[src/rtl/srq_pkg.sv]
package srq_pkg;
  localparam int unsigned SB_W     = 8;
  localparam int unsigned B_OPER   = 7;
  localparam int unsigned B_SUMM   = 6;
  localparam int unsigned B_ESB    = 5;
  localparam int unsigned B_MAV    = 4;
  localparam int unsigned B_QUES   = 3;
  localparam int unsigned ZERO_W   = 3;
  localparam logic [SB_W-1:0] SUM_MASK =
    (SB_W'(1) << B_OPER) | (SB_W'(1) << B_ESB) |
    (SB_W'(1) << B_MAV)  | (SB_W'(1) << B_QUES);

  function automatic logic [SB_W-1:0] put_bit6(input logic [SB_W-1:0] b,
                                               input logic v);
    logic [SB_W-1:0] r;
    r = b & SUM_MASK;
    r[B_SUMM] = v;
    return r;
  endfunction
endpackage

[src/rtl/srq_sum_reg.sv]
module srq_sum_reg
  import srq_pkg::*;
(
  input  logic            clk_i,
  input  logic            rst_ni,
  input  logic            oper_i,
  input  logic            esb_i,
  input  logic            ques_i,
  input  logic            mav_i,
  input  logic            clr_i,
  output logic [SB_W-1:0] bits_o
);
  logic oper_q, esb_q, ques_q, mav_q;
  logic mav_d;

  always_comb begin
    if (clr_i)      mav_d = 1'b0;
    else if (mav_i) mav_d = 1'b1;
    else            mav_d = mav_q;
  end

  always_ff @(posedge clk_i or negedge rst_ni) begin
    if (!rst_ni) begin
      oper_q <= 1'b0;
      esb_q  <= 1'b0;
      ques_q <= 1'b0;
      mav_q  <= 1'b0;
    end else begin
      oper_q <= oper_i;
      esb_q  <= esb_i;
      ques_q <= ques_i;
      mav_q  <= mav_d;
    end
  end

  always_comb begin
    bits_o         = '0;
    bits_o[B_OPER] = oper_q;
    bits_o[B_ESB]  = esb_q;
    bits_o[B_MAV]  = mav_q;
    bits_o[B_QUES] = ques_q;
  end
endmodule

[src/rtl/srq_mss_gen.sv]
module srq_mss_gen
  import srq_pkg::*;
(
  input  logic            clk_i,
  input  logic            rst_ni,
  input  logic            we_i,
  input  logic [SB_W-1:0] wdata_i,
  input  logic [SB_W-1:0] bits_i,
  output logic [SB_W-1:0] mask_o,
  output logic            mss_o
);
  logic [SB_W-1:0] mask_q, mask_d;
  logic [SB_W-1:0] hit;

  always_comb begin
    mask_d = mask_q;
    if (we_i) mask_d = wdata_i;
  end

  always_ff @(posedge clk_i or negedge rst_ni) begin
    if (!rst_ni) mask_q <= '0;
    else         mask_q <= mask_d;
  end

  // only the summary positions may contribute; bit 6 never feeds itself
  generate
    for (genvar i = 0; i < SB_W; i++) begin : g_hit
      if (SUM_MASK[i]) begin : g_on
        assign hit[i] = bits_i[i] & mask_q[i];
      end else begin : g_off
        assign hit[i] = 1'b0;
      end
    end
  endgenerate

  assign mss_o  = |hit;
  assign mask_o = mask_q;
endmodule

[src/rtl/srq_rqs_ctrl.sv]
module srq_rqs_ctrl (
  input  logic clk_i,
  input  logic rst_ni,
  input  logic mss_i,
  input  logic poll_i,
  output logic rqs_o,
  output logic mss_prev_o
);
  logic rqs_q, rqs_d;
  logic prev_q;
  logic rise;

  assign rise = mss_i & ~prev_q;

  always_comb begin
    rqs_d = rqs_q;
    if (rise)        rqs_d = 1'b1;
    else if (poll_i) rqs_d = 1'b0;
  end

  always_ff @(posedge clk_i or negedge rst_ni) begin
    if (!rst_ni) begin
      rqs_q  <= 1'b0;
      prev_q <= 1'b0;
    end else begin
      rqs_q  <= rqs_d;
      prev_q <= mss_i;
    end
  end

  assign rqs_o      = rqs_q;
  assign mss_prev_o = prev_q;
endmodule

[src/rtl/srq_status_byte.sv]
module srq_status_byte
  import srq_pkg::*;
(
  input  logic            clk_i,
  input  logic            rst_ni,
  input  logic            oper_sum_i,
  input  logic            esb_sum_i,
  input  logic            ques_sum_i,
  input  logic            mav_i,
  input  logic            mask_we_i,
  input  logic [SB_W-1:0] mask_wdata_i,
  input  logic            clr_i,
  input  logic            rd_stb_i,
  input  logic            poll_stb_i,
  output logic [SB_W-1:0] rd_byte_o,
  output logic [SB_W-1:0] poll_byte_o,
  output logic            srq_o
);
  logic            rst_s1_q, rst_s2_q, rst_n;
  logic [SB_W-1:0] sb_bits, mask_q;
  logic            mss, mss_prev, rqs;
  logic [SB_W-1:0] rd_q, rd_d, poll_q, poll_d;

  always_ff @(posedge clk_i or negedge rst_ni) begin
    if (!rst_ni) begin
      rst_s1_q <= 1'b0;
      rst_s2_q <= 1'b0;
    end else begin
      rst_s1_q <= 1'b1;
      rst_s2_q <= rst_s1_q;
    end
  end
  assign rst_n = rst_s2_q;

  srq_sum_reg u_sum (
    .clk_i (clk_i), .rst_ni(rst_n),
    .oper_i(oper_sum_i), .esb_i(esb_sum_i), .ques_i(ques_sum_i),
    .mav_i (mav_i), .clr_i(clr_i), .bits_o(sb_bits)
  );

  srq_mss_gen u_mss (
    .clk_i (clk_i), .rst_ni(rst_n),
    .we_i  (mask_we_i), .wdata_i(mask_wdata_i),
    .bits_i(sb_bits), .mask_o(mask_q), .mss_o(mss)
  );

  srq_rqs_ctrl u_rqs (
    .clk_i (clk_i), .rst_ni(rst_n),
    .mss_i (mss), .poll_i(poll_stb_i),
    .rqs_o (rqs), .mss_prev_o(mss_prev)
  );

  always_comb begin
    rd_d   = rd_q;
    poll_d = poll_q;
    if (rd_stb_i)   rd_d   = put_bit6(sb_bits, mss);
    if (poll_stb_i) poll_d = put_bit6(sb_bits, rqs);
  end

  always_ff @(posedge clk_i or negedge rst_n) begin
    if (!rst_n) begin
      rd_q   <= '0;
      poll_q <= '0;
    end else begin
      rd_q   <= rd_d;
      poll_q <= poll_d;
    end
  end

  assign rd_byte_o   = rd_q;
  assign poll_byte_o = poll_q;
  assign srq_o       = rqs;
endmodule

[config.mk]
export PLATFORM = sky130hd
export DESIGN_NAME = srq_status_byte
export DESIGN_NICKNAME = d
export VERILOG_FILES = /design/src/rtl/srq_pkg.sv /design/src/rtl/srq_sum_reg.sv /design/src/rtl/srq_mss_gen.sv /design/src/rtl/srq_rqs_ctrl.sv /design/src/rtl/srq_status_byte.sv
export SDC_FILE = /design/constraint.sdc
export NUM_CORES = 1
export LEC_CHECK = 0
export BUFFER_PORTS_ARGS = -buffer_cell sky130_fd_sc_hd__buf_2
export CAP_MARGIN = 40
export CORE_MARGIN = 2
export CORE_UTILIZATION = 44
export DETAILED_ROUTE_END_ITERATION = 6
export PLACE_DENSITY = 0.85
export SYNTH_ARGS = -nofsm -noshare
export SYNTH_HDL_FRONTEND = slang
export SYNTH_SLANG_ARGS = --single-unit
[constraint.sdc]
create_clock -name clk_i -period 0.8 [get_ports clk_i]
set_input_delay 0.08 -clock clk_i [delete_from_list [all_inputs] [get_ports clk_i]]
set_output_delay 0.08 -clock clk_i [all_outputs]
set_load 0.03 [all_outputs]
---- Word level (Yosys, flattened, before mapping) ----
Index checks and enable logic that the tools add are counted.
storage, ports and cells
  register bits ........................... 26
  bits of input ports ..................... 18
  word-level logic and storage cells ...... 24
cells by class
  multiplexer cells ....................... 4
  bitwise logic cells ..................... 6
  reductions and logical operators ........ 3
operators by type and width
  cell                count
  $and A1 B1 Y1       5
  $mux W1             4
  $reduce_bool A2 Y1  2
  $reduce_or A4 Y1    1
  $not A1 Y1          1

---- Logic depth before layout (Yosys ltp) ----
  word-level depth ........................ 4
  mapped depth ............................ 3
  gate-level depth less buffers ........... 3

---- Modules after synthesis ----
From an unflattened synthesis, not the netlist that was laid out.
second synthesis, totals
  cell total of the unflattened synthesis .. 69
  area, all modules ....................... 1059.8 sq um
by module, submodules not included
  module           instances  cells an instance  area an instance (sq um)  sequential area each (sq um)
  srq_status_byte  1          30                 465.4                     300.3
  srq_mss_gen      1          20                 350.3                     200.2
  srq_sum_reg      1          14                 173.9                     100.1
  srq_rqs_ctrl     1          5                  70.1                      50.0

---- Least setup slack after synthesis ----
No wires, ideal clock.
  path kind ............................... register to register
  start point ............................. register u_sum.esb_q
  end point ............................... register u_rqs.rqs_q (netlist: u_rqs.rqs_o)
  arrival ................................. 915 ps
  path slack .............................. -253 ps
  cell stages (with the launch flop) ...... 4
  buffers on the path ..................... 0
  clock period less this slack ............ 1053 ps
  cells stage by stage .................... dfrtp_1 > a22o_1 > a221oi_2 > o22ai_1
between the ends
  longest elaborated chain between the ends .. 4
  elaborated cells between the ends (all ways) .. 5
  classes of those cells .................. mux (1); bitwise (2); reduce/logical (2)
ends and longest elaborated chain
  item                                                  line                source
  start: declaration                                    srq_sum_reg.sv:13   logic oper_q, esb_q, ques_q, mav_q;
  start signal: assignment                              srq_sum_reg.sv:30   esb_q <= esb_i;
  $and A1 B1 Y1 *                                       srq_mss_gen.sv:29   assign hit[i] = bits_i[i] & mask_q[i];
  $reduce_or A4 Y1 *                                    srq_mss_gen.sv:36   assign mss_o = |hit;
  $and A1 B1 Y1 *                                       srq_rqs_ctrl.sv:13  assign rise = mss_i & ~prev_q;
  $mux W1 / $reduce_bool A2 Y1 (equally long branches)  --
  end signal: assignment                                srq_rqs_ctrl.sv:26  rqs_q <= rqs_d;
  end: declaration                                      srq_rqs_ctrl.sv:9   logic rqs_q, rqs_d;
Every way passes the cells marked *; elsewhere a longest branch is shown, timed or not.
A chain may end at the register's enable or synchronous reset.

---- Final worst setup path ----
  start point ............................. register u_mss.mask_q[5] (netlist: u_mss.mask_o[5])
  end point ............................... register u_rqs.rqs_q (netlist: u_rqs.rqs_o)
between the ends
  longest elaborated chain between the ends .. 4
  elaborated cells between the ends (all ways) .. 5
  classes of those cells .................. mux (1); bitwise (2); reduce/logical (2)
ends and longest elaborated chain
  item                                                  line                source
  start: declaration                                    srq_mss_gen.sv:12   logic [SB_W-1:0] mask_q, mask_d;
  start signal: assignment                              srq_mss_gen.sv:22   else mask_q <= mask_d;
  $and A1 B1 Y1 *                                       srq_mss_gen.sv:29
  $reduce_or A4 Y1 *                                    srq_mss_gen.sv:36
  $and A1 B1 Y1 *                                       srq_rqs_ctrl.sv:13
  $mux W1 / $reduce_bool A2 Y1 (equally long branches)  --
Marked as above.

==> metrics.txt <==
Final Setup Violations=25; DRT iter0 DRCs=3; ys async rst share=100%; placed cell count=approximately 110; crit path kind=reg2reg; H-tree depth=1; dpl hpwl=1060 um; area grow syn2layout=61.9%; vias=555; initial antenna violation count=0; met3 wire length=43 um; Primary FF master, synth=dfrtp_1; status=complete, but fails checks; M1 WL=696 um; placed inst area=1010 um^2; CP endpoint kind=flop; CP max FO=3; HP Start=mask_wdata_i[3]; layout cells sized above 1=about 65%; initial core utilization=46.8%; WP data arrival=between 1 and 1.5 ns; DRC Markers=0; Layout fillers=102; gr usage total=16.1%; Vias per Instance=about 4.4; minimum clock period=1.15 ns; P per Cell Area=2070 nW/um^2; Layout Nets=121; post-synth top area share=68.1%; Ys Warns=0; Placeable Area=1730 um^2; clock transition at the registers of the reported paths=0.12 ns; average wire per standard cell=14.0 um; Cell Area, Synth=808 um^2; die height=46.9 um; startpoint types=flop; clock sink count=22; register-to-register setup slack=-0.35 ns; synthesized flop and latch total=22; CTS tree=done; Clock Tree Buf Depth=2; I/O pin cnt=35; clock buffer count from CTS=3; maxcap violations=0; Fin Setup TNS=-3.99 ns; largest net degree at the start of global routing=21; Worst Setup SP=u_mss.mask_o[5]$_DFFE_PN0P_; top-count cell post-synth=dfrtp_1; Worst R2R Start=u_mss.mask_o[5]$_DFFE_PN0P_; GP Congestion=0.706; Final Cell Area=1310 um^2; fin worst setup slack=-0.348 ns; n_diodes=0; First-pass DRT Iterations=3; DP Worst Slack=-0.302 ns; top sig layer=met3; CTS root buffer=clkbuf_4; area leader, netlist=dfrtp_1; IO Port Bufs=24; post-synthesis sequential area ratio=68.1%; first-pass GRT wire length=2460 um; fmax=around 0.87 GHz; Rows=15; Hold Vio Cnt, Final=0; Avg Cell Area, Syn=~15 um^2; Lkg Pwr=roughly 0.65 nW; fin. max-slew vios=0; Die Span X=46.9 um; peak supply drop=0.000987 V; clk_lat worst skew=0.30 ns; top cells by area, synth=dfrtp_1, mux2_1, buf_4; Post-synth EDFFs=0; Cell variety after synth=12; Critical Path RT=0.98 ns; vias in the first global route=553; met2 wire len=1040 um; Hold Path Class=in2reg; Routed Antenna Nets=0; Non-Filler Instances=127; final period utilization=143%; failing checks=negative setup slack; RSZ-0062 raised after global routing=true; Post-synth top cells=dfrtp_1, mux2_1, buf_4; GRT Residual Overflow=0; Clock Skews=0.00554 ns; drt total wl=1780 um; Die ar.=2200 um^2; Cells after Synth=between 50 and 60
==> layer usage <==
layer  vias to the layer above  track usage (%)
met4                         0             3.33
met2                        17             31.0
li1                        262                -
met5                         -                0
met3                         0             3.46
met1                       276             18.0
==> critical path, stage by stage (launching register included) <==
cell	delay, ns
dfrtp_1	0.41
a22o_1	0.25
a221oi_2	0.25
o22ai_1	0.12
==> cell families after synthesis <==
kind of cell           Yosys count  share of synthesized area [%]
flip-flops                      22                           68.1
multiplexers                    13                           18.1
other                            2                          0.929
AND/OR/NAND/NOR                  3                           1.39
AO/OA/AOI/OAI                    4                           4.33
buffers and inverters            9                           7.12
==> state kept, by name (all words and copies together), names as in the netlist <==
register and cells:
u_mss.mask_o 4, u_rqs.rqs_o 1, rd_byte_o 5, u_rqs.mss_prev_o 1
u_sum.ques_q 1, u_sum.oper_q 1, rst_s1_q 1, u_sum.esb_q 1
poll_byte_o 5, rst_n 1, u_sum.mav_q 1
==> layout by cell type (no fill, tap or decap), drive strengths merged <==
cell type and n:
buf 40, dfrtp 22, mux2 13, conb 7, dlygate4sd3 7, clkbuf 4, nor2 3, inv 2
a22o 1, a221oi 1, a21oi 1, o22ai 1
==> per-stage QoR <==
stage	hold slack (ns)	total power, mW	utilization, %
2_1_floorplan	-0.216	1.67	-
3_3_place_gp	-0.135	1.81	58.7
3_5_place_dp	-0.130	1.84	58.7
4_1_cts	0.000197	2.65	73.1
5_1_grt	0.00274	2.80	75.8
6_report	0.00856	2.71	75.8
==> report_power, final <==
group          internal (mW)  switching (mW)
clock network          0.277           0.325
logic                  0.430           0.346
registers               1.23          0.0929
==> path summary, 6_finish.rpt <==
| check | to | cells past startpoint |
|---|---|---|
| setup reg to reg | u_rqs.rqs_o$_DFFE_PN0P_ | 3 |
| hold reg to reg | u_rqs.mss_prev_o$_DFF_PN0_ | 1 |
| setup / recovery | u_rqs.rqs_o$_DFFE_PN0P_ | 3 |
| max in group asynchronous | rd_byte_o[7]$_DFFE_PN0P_ | 1 |
| hold / removal | u_mss.mask_o[3]$_DFFE_PN0P_ | 2 |
| min in group asynchronous | rst_s1_q$_DFF_PN0_ | 2 |
==> repair_timing <==
action                                  CTS  global route
gates resized for setup                  31             3
endpoints found under the hold margin     6             2
endpoints found under the setup margin   23            26
gates cloned                              0             0
setup buffers                             8             3
hold buffers                              5             2
pin swaps                                 0             0
==> area by class of cell <==
| class | instances | area (um^2) | area share (%) |
|---|---|---|---|
| Tap cell | 25 | 31.3 | 2.39 |
| Multi-Input combinational cell | 27 | 260 | 19.9 |
| Sequential cell | 22 | 561 | 42.8 |
| Clock buffer | 4 | 36.3 | 2.77 |
| Inverter | 2 | 7.51 | 0.574 |
| Timing Repair Buffer | 47 | 413 | 31.5 |
Power figures use the tool's default switching activity.
